==> config.mk <==
export PLATFORM = sky130hd
export DESIGN_NAME = tristate_pfd
export DESIGN_NICKNAME = d
export VERILOG_FILES = /design/src/rtl/pfd_pkg.sv /design/src/rtl/pfd_sync_edge.sv /design/src/rtl/pfd_core.sv /design/src/rtl/pfd_drive_decode.sv /design/src/rtl/tristate_pfd.sv
export SDC_FILE = /design/constraint.sdc
export NUM_CORES = 1
export LEC_CHECK = 0
export ABC_AREA = 1
export BUFFER_PORTS_ARGS = -buffer_cell sky130_fd_sc_hd__clkbuf_2
export CAP_MARGIN = 20
export CORE_AREA = 3 3 40 42
export DETAILED_ROUTE_END_ITERATION = 12
export DIE_AREA = 0 0 43 45
export MAX_ROUTING_LAYER = met4
export PLACE_DENSITY_LB_ADDON = 0.08
export RECOVER_POWER = 50
export SLEW_MARGIN = 20
export SYNTH_ARGS = -nofsm -noshare
export SYNTH_HDL_FRONTEND = slang
export SYNTH_SLANG_ARGS = --single-unit
==> constraint.sdc <==
create_clock -name clk -period 1.1 [get_ports clk]
set_clock_uncertainty 0.2 [all_clocks]
set_input_delay 0.055 -clock clk [delete_from_list [all_inputs] [get_ports clk]]
set_output_delay 0.055 -clock clk [all_outputs]
set_load 0.005 [all_outputs]
==> src/rtl/pfd_pkg.sv <==
package pfd_pkg;
  typedef enum logic [1:0] {
    PFD_REL = 2'b00,
    PFD_UP  = 2'b01,
    PFD_DN  = 2'b10
  } pfd_state_t;
endpackage

==> src/rtl/pfd_sync_edge.sv <==
module pfd_sync_edge #(
  parameter int STAGES = 2
) (
  input  logic clk,
  input  logic rst,
  input  logic din,
  output logic rise
);
  localparam int LAST = STAGES - 1;

  logic [LAST:0] chain;
  logic          prev;

  generate
    if (STAGES == 1) begin : g_one
      always_ff @(posedge clk) begin
        if (rst) chain <= '0;
        else     chain <= din;
      end
    end else begin : g_many
      always_ff @(posedge clk) begin
        if (rst) chain <= '0;
        else     chain <= {chain[LAST-1:0], din};
      end
    end
  endgenerate

  always_ff @(posedge clk) begin
    if (rst) prev <= 1'b0;
    else     prev <= chain[LAST];
  end

  assign rise = chain[LAST] & ~prev;

  AST_RISE_SINGLE: assert property (@(posedge clk) disable iff (rst)
    rise |=> !rise);
endmodule

==> src/rtl/pfd_core.sv <==
module pfd_core
  import pfd_pkg::*;
(
  input  logic       clk,
  input  logic       rst,
  input  logic       ref_rise,
  input  logic       fb_rise,
  output pfd_state_t state
);
  pfd_state_t nxt;

  always_comb begin
    nxt = state;
    if (ref_rise && fb_rise)
      nxt = PFD_REL;
    else if (ref_rise)
      nxt = (state == PFD_DN) ? PFD_REL : PFD_UP;
    else if (fb_rise)
      nxt = (state == PFD_UP) ? PFD_REL : PFD_DN;
  end

  always_ff @(posedge clk) begin
    if (rst) state <= PFD_REL;
    else     state <= nxt;
  end

  AST_RESET_RELEASES: assert property (@(posedge clk)
    rst |=> (state == PFD_REL));
  AST_REF_FIRST_UP: assert property (@(posedge clk) disable iff (rst)
    (state == PFD_REL && ref_rise && !fb_rise) |=> (state == PFD_UP));
  AST_FB_FIRST_DN: assert property (@(posedge clk) disable iff (rst)
    (state == PFD_REL && fb_rise && !ref_rise) |=> (state == PFD_DN));
  AST_UP_HOLDS: assert property (@(posedge clk) disable iff (rst)
    (state == PFD_UP && !fb_rise) |=> (state == PFD_UP));
  AST_DN_HOLDS: assert property (@(posedge clk) disable iff (rst)
    (state == PFD_DN && !ref_rise) |=> (state == PFD_DN));
  AST_BOTH_RELEASE: assert property (@(posedge clk) disable iff (rst)
    (ref_rise && fb_rise) |=> (state == PFD_REL));
endmodule

==> src/rtl/pfd_drive_decode.sv <==
module pfd_drive_decode
  import pfd_pkg::*;
(
  input  pfd_state_t state,
  output logic       drv_en,
  output logic       drv_level,
  output logic       locked
);
  always_comb begin
    drv_en    = 1'b0;
    drv_level = 1'b0;
    unique case (state)
      PFD_UP:  begin drv_en = 1'b1; drv_level = 1'b1; end
      PFD_DN:  begin drv_en = 1'b1; drv_level = 1'b0; end
      default: begin drv_en = 1'b0; drv_level = 1'b0; end
    endcase
    locked = (state == PFD_REL);
  end
endmodule

==> src/rtl/tristate_pfd.sv <==
module tristate_pfd
  import pfd_pkg::*;
#(
  parameter int SYNC_STAGES = 2
) (
  input  logic clk,
  input  logic rst,
  input  logic ref_in,
  input  logic fb_in,
  output logic drv_en,
  output logic drv_level,
  output logic locked
);
  logic       ref_rise;
  logic       fb_rise;
  pfd_state_t state;

  pfd_sync_edge #(.STAGES(SYNC_STAGES)) u_ref_sync (
    .clk(clk), .rst(rst), .din(ref_in), .rise(ref_rise)
  );

  pfd_sync_edge #(.STAGES(SYNC_STAGES)) u_fb_sync (
    .clk(clk), .rst(rst), .din(fb_in), .rise(fb_rise)
  );

  pfd_core u_core (
    .clk(clk), .rst(rst), .ref_rise(ref_rise), .fb_rise(fb_rise), .state(state)
  );

  pfd_drive_decode u_dec (
    .state(state), .drv_en(drv_en), .drv_level(drv_level), .locked(locked)
  );

  AST_LOCK_MATCHES_RELEASE: assert property (@(posedge clk) disable iff (rst)
    locked != drv_en);
  AST_LEVEL_LOW_RELEASED: assert property (@(posedge clk) disable iff (rst)
    !drv_en |-> !drv_level);
endmodule

==> results of run 1 <==
## final timing paths
path	from	to	slack, ns	cells after the start
setup reg to reg	u_core.state[0]	u_core.state[0]	-0.07	6
hold reg to reg	u_ref_sync.chain[0]	u_ref_sync.chain[1]	0.20	2
setup / recovery	u_core.state[0]	drv_en	-0.14	3
hold / removal	u_ref_sync.chain[0]	u_ref_sync.chain[1]	0.20	2
## layout make-up
type	count	area share [%]
Sequential cell	8	31.8
Clock buffer	3	4.40
Timing Repair Buffer	12	17.1
Tap cell	15	3.67
Multi-Input combinational cell	21	33.5
Inverter	13	9.54
## flip-flops by register name (all words and copies together) (netlist names)
register          flops
u_fb_sync.chain       2
u_ref_sync.chain      2
u_ref_sync.prev       1
u_fb_sync.prev        1
u_core.state          2
## worst min-delay path, stage by stage (launching register included)
cell     delay, ns
dfxtp_1       0.29
inv_1         0.04
nor2_1        0.03
## kinds of logic after synthesis
| family | Yosys count | share of synthesized area (%) |
|---|---|---|
| buffers and inverters | 13 | 14.7 |
| and+or+nand+nor | 16 | 21.5 |
| adders and majority gates | 3 | 11.3 |
| DFF | 8 | 48.3 |
| AOI/OAI and AO/OA | 2 | 4.15 |
## through the flow
stage / util [%] / power (mW) / hold slack, ns
2_1_floorplan: - / 0.345 / -0.0738
3_3_place_gp: 29.6 / 0.364 / 0.0494
3_5_place_dp: 29.6 / 0.367 / 0.0535
4_1_cts: 38.6 / 0.619 / 0.210
5_1_grt: 39.8 / 0.660 / 0.232
6_report: 39.8 / 0.610 / 0.204
## layer usage
metal	global-route usage (%)	wire [um]	vias to the layer above
met2	14.4	373	4
li1	-	-	151
met5	-	0	-
met4	9.04	0	0
met1	8.78	274	114
met3	1.20	21	0
## cell usage in the layout (no fill, tap or decap), types with 3 or more instances in the layout
| cell type | count |
|---|---|
| buf_4 | 3 |
| nand2_1 | 3 |
| ha_4 | 3 |
| nor2_1 | 6 |
| inv_2 | 5 |
| dfxtp_1 | 6 |
| clkbuf_4 | 3 |
| clkbuf_2 | 4 |
| inv_1 | 8 |
| dlygate4sd3_1 | 3 |
## power by group through the flow
stage,sequential [mW],clock [mW],combinational (mW)
after CTS,0.310,0.231,0.0781
after floorplan,0.314,0,0.0310
after detailed placement,0.315,0,0.0515
after global routing,0.310,0.248,0.101
final,0.310,0.212,0.0880
after global placement,0.315,0,0.0497
## what timing repair did
action / in CTS / in global routing
setup endpoints to repair: 5 / 5
hold buffers: 3 / 0
pin swaps: 1 / 2
buffers inserted: 3 / 1
resized for setup: 10 / 5
endpoints found under the hold margin: 8 / 0
==> Implementation_results.wiki, run 1 <==
{| class="wikitable"
! Metric !! Value
|-
| Sequential power share || 50.8%
|-
| Height of the die || 45 um
|-
| Count of routing violations after the opening detailed-route iteration || 3
|-
| Maximum level of the CTS H-tree || 1
|-
| Total length of routed wires || 669 um
|-
| Transition time at the pin with the least slew margin || 0.271 ns
|-
| Setup crit end kind || output port
|-
| Library cell contributing the largest single delay on the critical path || dfxtp_2
|-
| Core area || 1280 um2
|-
| Commonest cells in the synthesized netlist || inv_1, dfxtp_1, nor2_1
|-
| DRC errors left || 0
|-
| Clock insertion delay at the later pin of the skew report || 0.24 ns
|-
| Global-route wire length before repair || 1.12 mm
|-
| Number of buffer and inverter instances along the worst setup path || 2
|-
| Top-count cell post-synth || inv_1
|-
| Non-Filler Instances || 72
|-
| Pre-CTS worst setup slack || -0.0223 ns
|-
| Quantity of I/O buffers inserted on ports || 6
|-
| Largest net degree at the start of global routing || 8
|-
| Hold Fails Final Rpt || 0
|-
| Number of global-route vias before repair || 255
|-
| Final RePlAce weighted congestion || 0.652
|-
| Clock transition at path regs || 0.05 ns
|-
| Antenna Nets Post-Route || 0
|-
| Routed WL per cell || 9.29 um
|-
| Result of the run || finished with violations
|-
| Worst path required time || 0.84 ns
|-
| Total internal power || 474 uW
|-
| Cell area after placement || 380 um2
|-
| Fill cells || 138
|-
| Count of final max-slew check failures || 0
|-
| Number of nets at the end of the flow || 66
|-
| Sw Pwr || 136 uW
|-
| Cell variety after synth || 11
|-
| Critical Path Fanout Max || 3
|-
| Mean Syn Cell Area || 7.89 um2
|-
| Crit-path cells || inv_2, ha_4, buf_6
|-
| Yosys warning count || 0
|-
| Synth-to-Final Area Change || 54.3%
|-
| Maximum Capacitance Violations || 0
|-
| Final std cell area, no fill || 512 um2
|-
| Detailed-route via count || 269
|-
| Violated checks || setup timing
|-
| Standard-cell row count || 13
|-
| Total Neg Setup Slack || -0.412 ns
|-
| Fmax achieved || 0.809 GHz
|-
| Number of standard cells after synthesis || 42
|-
| Clock Sink Count || 8
|-
| I/O pin count || 7
|-
| Effective utilization at floorplan || 25.8%
|-
| Area occupied by registers || 163 um2
|-
| Root buf cell || clkbuf_4
|-
| Max clock buf depth || 2
|-
| Via density per instance || 3.74
|-
| Setup WS post-layout || -0.136 ns
|-
| Synthesized Nets || 49
|-
| Half-perimeter wire length after placement || 431 um
|-
| Areal power density over the cells || 1190 nW/um2
|-
| Most frequently used flop master after synthesis || dfxtp_1
|-
| Synth area leaders || dfxtp_1, inv_1, ha_1
|-
| Maximum single-stage delay on the critical path || 0.34 ns
|-
| Die Outline Area || 1940 um2
|-
| Antenna violations before repair || 0
|-
| Worst hold-check path type || reg -> reg
|-
| Switching power share of the total || 22.3%
|-
| Total of endpoints with negative setup slack in the final report || 5
|-
| Fraction of power consumed by the clock network || 34.7%
|-
| Number of optimization iterations in the first detailed-route pass || 3
|-
| Register area share after synthesis || 48.3%
|-
| Horizontal die dimension || 43 um
|-
| Crit path time final || 1.24 ns
|-
| Proportion of netlist area held by the largest area contributor || 48.3%
|-
| Delay-heaviest family, CP || flip-flops
|-
| Aggregate global routing overflow || 0
|-
| Number of flops mapped to enable cells by yosys || 0
|-
| Leakage power figure || 0.219 nW
|-
| # placed instances || 63
|-
| Endpoint arrival time on the critical path || 0.98 ns
|-
| Mapped cell area || 332 um2
|-
| RSZ-0062 raised after global routing || yes
|-
| Multi-input combinational cell area || 171 um2
|-
| Share of layout cells above drive strength 1 || 49.1%
|-
| FFs w/ async S/R, synth || 0%
|-
| Number of clock buffers inserted by TritonCTS || 3
|-
| Portion of total power attributed to combinational logic || 14.4%
|-
| Global router's overall resource usage || 8.79%
|-
| Worst IR drop on VDD || 0.000503 V
|-
| Startpoint type of the worst setup path || flip-flop
|-
| # diodes || 0
|-
| Largest area contributor in the synthesized netlist || dfxtp_1
|-
| Normalized max-slew margin || 82.0%
|-
| Share of the clock period used by the worst path || 112%
|-
| Synthesis-stage register bit count || 8
|-
| CTS tree || yes
|-
| Classification of the worst setup path || reg -> out
|}
(Power assumes the default switching activity.)
==> inputs of run 2 (changes only) <==
Settings changed: GPL_TIMING_DRIVEN from default to 0.
==> Implementation_results.wiki, run 2 (same netlist as run 1, synthesis figures left out) <==
{| class="wikitable"
! Metric !! Value
|-
| Sw Pwr || 140 uW (was 136 uW)
|-
| Worst flop-to-flop path startpoint || u_core.state[0] (unchanged)
|-
| Classification of the worst setup path || reg -> out (unchanged)
|-
| Areal power density over the cells || 1200 nW/um2 (was 1190 nW/um2)
|-
| Routed WL per cell || 8.58 um (was 9.29 um)
|-
| Hold Path Depth || 2 (unchanged)
|-
| Highest-count cells in the layout ignoring fill and taps || inv_1, nor2_1, dfxtp_1, clkbuf_2 (was inv_1, nor2_1, dfxtp_1, inv_2, clkbuf_2)
|-
| Multi-input combinational cell area || 163 um2 (was 171 um2)
|-
| Via density per instance || 4.00 (was 3.74)
|-
| Register-to-Register Setup Slack || -0.03 ns (was -0.07 ns)
|-
| Portion of total power attributed to combinational logic || 13.8% (was 14.4%)
|-
| Maximum single-stage delay on the critical path || 0.35 ns (was 0.34 ns)
|-
| Worst path required time || 0.84 ns (about the same)
|-
| Setup crit end kind || output port (unchanged)
|-
| Count of routing violations after the opening detailed-route iteration || 0 (was 3)
|-
| Die Outline Area || 1940 um2 (unchanged)
|-
| Critical Path Fanout Max || 2 (was 3)
|-
| Horizontal die dimension || 43 um (unchanged)
|-
| Endpoint with the worst hold slack || u_ref_sync.chain[1] (unchanged)
|-
| Half-perimeter wire length after placement || 412 um (was 431 um)
|-
| Number of clock buffers inserted by TritonCTS || 3 (unchanged)
|-
| Maximum level of the CTS H-tree || 1 (unchanged)
|-
| Startpoint of the tightest hold check path || u_ref_sync.chain[0] (unchanged)
|-
| Transition time at the pin with the least slew margin || 0.277 ns (was 0.271 ns)
|-
| Clock insertion delay at the later pin of the skew report || 0.25 ns (was 0.24 ns)
|-
| Leading registers by flop count || u_core.state (2), u_fb_sync.chain (2), u_ref_sync.chain (2) (unchanged)
|-
| Maximum Capacitance Violations || 0 (unchanged)
|-
| Clock Sink Count || 8 (unchanged)
|-
| Synth-to-Final Area Change || 53.6% (was 54.3%)
|-
| Number of optimization iterations in the first detailed-route pass || 1 (was 3)
|-
| Share of the clock period used by the worst path || 113% (was 112%)
|-
| Core area || 1280 um2 (unchanged)
|-
| # diodes || 0 (unchanged)
|-
| Number of global-route vias before repair || 257 (was 255)
|-
| Critical R2R Capture || u_core.state[1] (was u_core.state[0])
|-
| Area occupied by registers || 163 um2 (unchanged)
|-
| Fill cells || 147 (was 138)
|-
| Total of endpoints with negative setup slack in the final report || 5 (unchanged)
|-
| Setup WS post-layout || -0.140 ns (was -0.136 ns)
|-
| Depth of the worst register-to-register path || 5 (was 6)
|-
| CTS tree || yes (unchanged)
|-
| Leakage power figure || 0.220 nW (was 0.219 nW)
|-
| Result of the run || finished with violations (unchanged)
|-
| Effective utilization at floorplan || 25.8% (unchanged)
|-
| Library cell contributing the largest single delay on the critical path || dfxtp_2 (unchanged)
|-
| Crit-path cells || inv_4, ha_4, buf_6 (was inv_2, ha_4, buf_6)
|-
| Worst hold-check path type || reg -> reg (unchanged)
|-
| Endpoint arrival time on the critical path || 0.98 ns (about the same)
|-
| Cell area after placement || 380 um2 (unchanged)
|-
| Total power after layout || 613 uW (was 610 uW)
|-
| Number of nets at the end of the flow || 66 (unchanged)
|-
| Fmax achieved || 0.807 GHz (was 0.809 GHz)
|-
| Aggregate global routing overflow || 0 (unchanged)
|-
| Worst IR drop on VDD || 0.000593 V (was 0.000503 V)
|-
| Total internal power || 473 uW (was 474 uW)
|-
| Height of the die || 45 um (unchanged)
|-
| Antenna violations before repair || 0 (unchanged)
|-
| Hold Fails Final Rpt || 0 (unchanged)
|-
| Crit path time final || 1.24 ns (about the same)
|-
| Startpoint type of the worst setup path || flip-flop (unchanged)
|-
| Sequential power share || 50.6% (was 50.8%)
|-
| Antenna Nets Post-Route || 0 (unchanged)
|-
| Share of layout cells above drive strength 1 || 43.9% (was 49.1%)
|-
| DRC errors left || 0 (unchanged)
|-
| Root buf cell || clkbuf_4 (unchanged)
|-
| Pre-CTS worst setup slack || -0.0276 ns (was -0.0223 ns)
|-
| RSZ-0062 raised after global routing || yes (unchanged)
|-
| Count of final max-slew check failures || 0 (unchanged)
|-
| Clock transition at path regs || 0.05 ns (about the same)
|-
| Final std cell area, no fill || 509 um2 (was 512 um2)
|-
| Largest net degree at the start of global routing || 8 (unchanged)
|-
| Switching power share of the total || 22.8% (was 22.3%)
|-
| I/O pin count || 7 (unchanged)
|-
| Violated checks || setup timing (unchanged)
|-
| Final RePlAce weighted congestion || 0.654 (was 0.652)
|-
| Fraction of power consumed by the clock network || 35.6% (was 34.7%)
|-
| Global router's overall resource usage || 7.06% (was 8.79%)
|-
| Global-route wire length before repair || 952 um (was 1.12 mm)
|-
| Worst Setup SP || u_core.state[1] (was u_core.state[0])
|-
| Commonest non-fill, non-tap cell in the layout || inv_1 (unchanged)
|-
| Normalized max-slew margin || 81.5% (was 82.0%)
|-
| Quantity of I/O buffers inserted on ports || 6 (unchanged)
|-
| Standard-cell row count || 13 (unchanged)
|-
| Total length of routed wires || 618 um (was 669 um)
|-
| Max clock buf depth || 2 (unchanged)
|-
| Final core utilization || 39.6% (was 39.8%)
|-
| Detailed-route via count || 288 (was 269)
|}
run 2: changes by cell type in the layout (fill, tap and decap cells not counted):
| cell | previous run | this run |
|---|---|---|
| nand3_2 | 1 | 0 |
| inv_2 | 5 | 3 |
| buf_6 | 1 | 2 |
| inv_1 | 8 | 9 |
| buf_4 | 3 | 2 |
| a21oi_1 | 0 | 1 |
| inv_4 | 0 | 1 |
| nand3_1 | 2 | 3 |
| a21oi_2 | 2 | 1 |
run 2: routing by layer:
layer / vias to the layer above / global-route usage, % / share of wire (%) / wire length, um
met5: - / - / 0 / 0
met4: 0 / 9.04 / 0 / 0
met3: 0 / 1.20 / 3.9 / 24
met2: 4 / 10.2 / 54 / 335
met1: 132 / 7.32 / 42 / 258
li1: 152 / - / - / -
run 2: power by group through the flow:
| stage | clock (mW) | sequential [mW] | combinational [mW] |
|---|---|---|---|
| after floorplan | 0 | 0.314 | 0.0310 |
| after global placement | 0 | 0.315 | 0.0494 |
| after detailed placement | 0 | 0.315 | 0.0511 |
| after CTS | 0.231 | 0.309 | 0.0773 |
| after global routing | 0.247 | 0.311 | 0.0960 |
| final | 0.218 | 0.310 | 0.0843 |
run 2: final cells by class:
| class | instances | area share, % |
|---|---|---|
| Multi-Input combinational cell | 21 | 31.9 |
| Inverter | 13 | 10.1 |
| Timing Repair Buffer | 12 | 17.9 |
| Sequential cell | 8 | 31.9 |
| Clock buffer | 3 | 4.42 |
| Tap cell | 15 | 3.69 |
run 2: worst max path at each step:
stage,to,slack [ns],depth (start not counted)
2_1_floorplan,u_core.state[1],0.04,5
3_3_place_gp,u_core.state[0],0.02,5
3_5_place_dp,u_core.state[1],-0.03,5
4_1_cts,drv_level,-0.14,3
5_1_grt,drv_en,-0.18,3
6_report,drv_en,-0.14,3
run 2: critical path: cells and delay by family (launching register included):
| kind | cells | cell delay (ns) |
|---|---|---|
| fa+ha+maj | 1 | 0.23 |
| buf+inv | 2 | 0.16 |
| flops | 1 | 0.35 |
run 2: repair_timing:
action	CTS	global route
endpoints found under the hold margin	8	0
gates resized for setup	11	3
setup buffers	3	0
endpoints found under the setup margin	5	5
hold buffers	3	0
gates cloned	0	0
pin swaps	2	1
run 2: per-stage QoR:
stage / hold WS [ns] / TNS, ns / std cells
2_1_floorplan: -0.0738 / 0 / 42
3_3_place_gp: 0.0492 / 0 / 63
3_5_place_dp: 0.0519 / -0.0360 / 63
4_1_cts: 0.210 / -0.374 / 72
5_1_grt: 0.232 / -0.574 / 72
6_report: 0.203 / -0.339 / 72
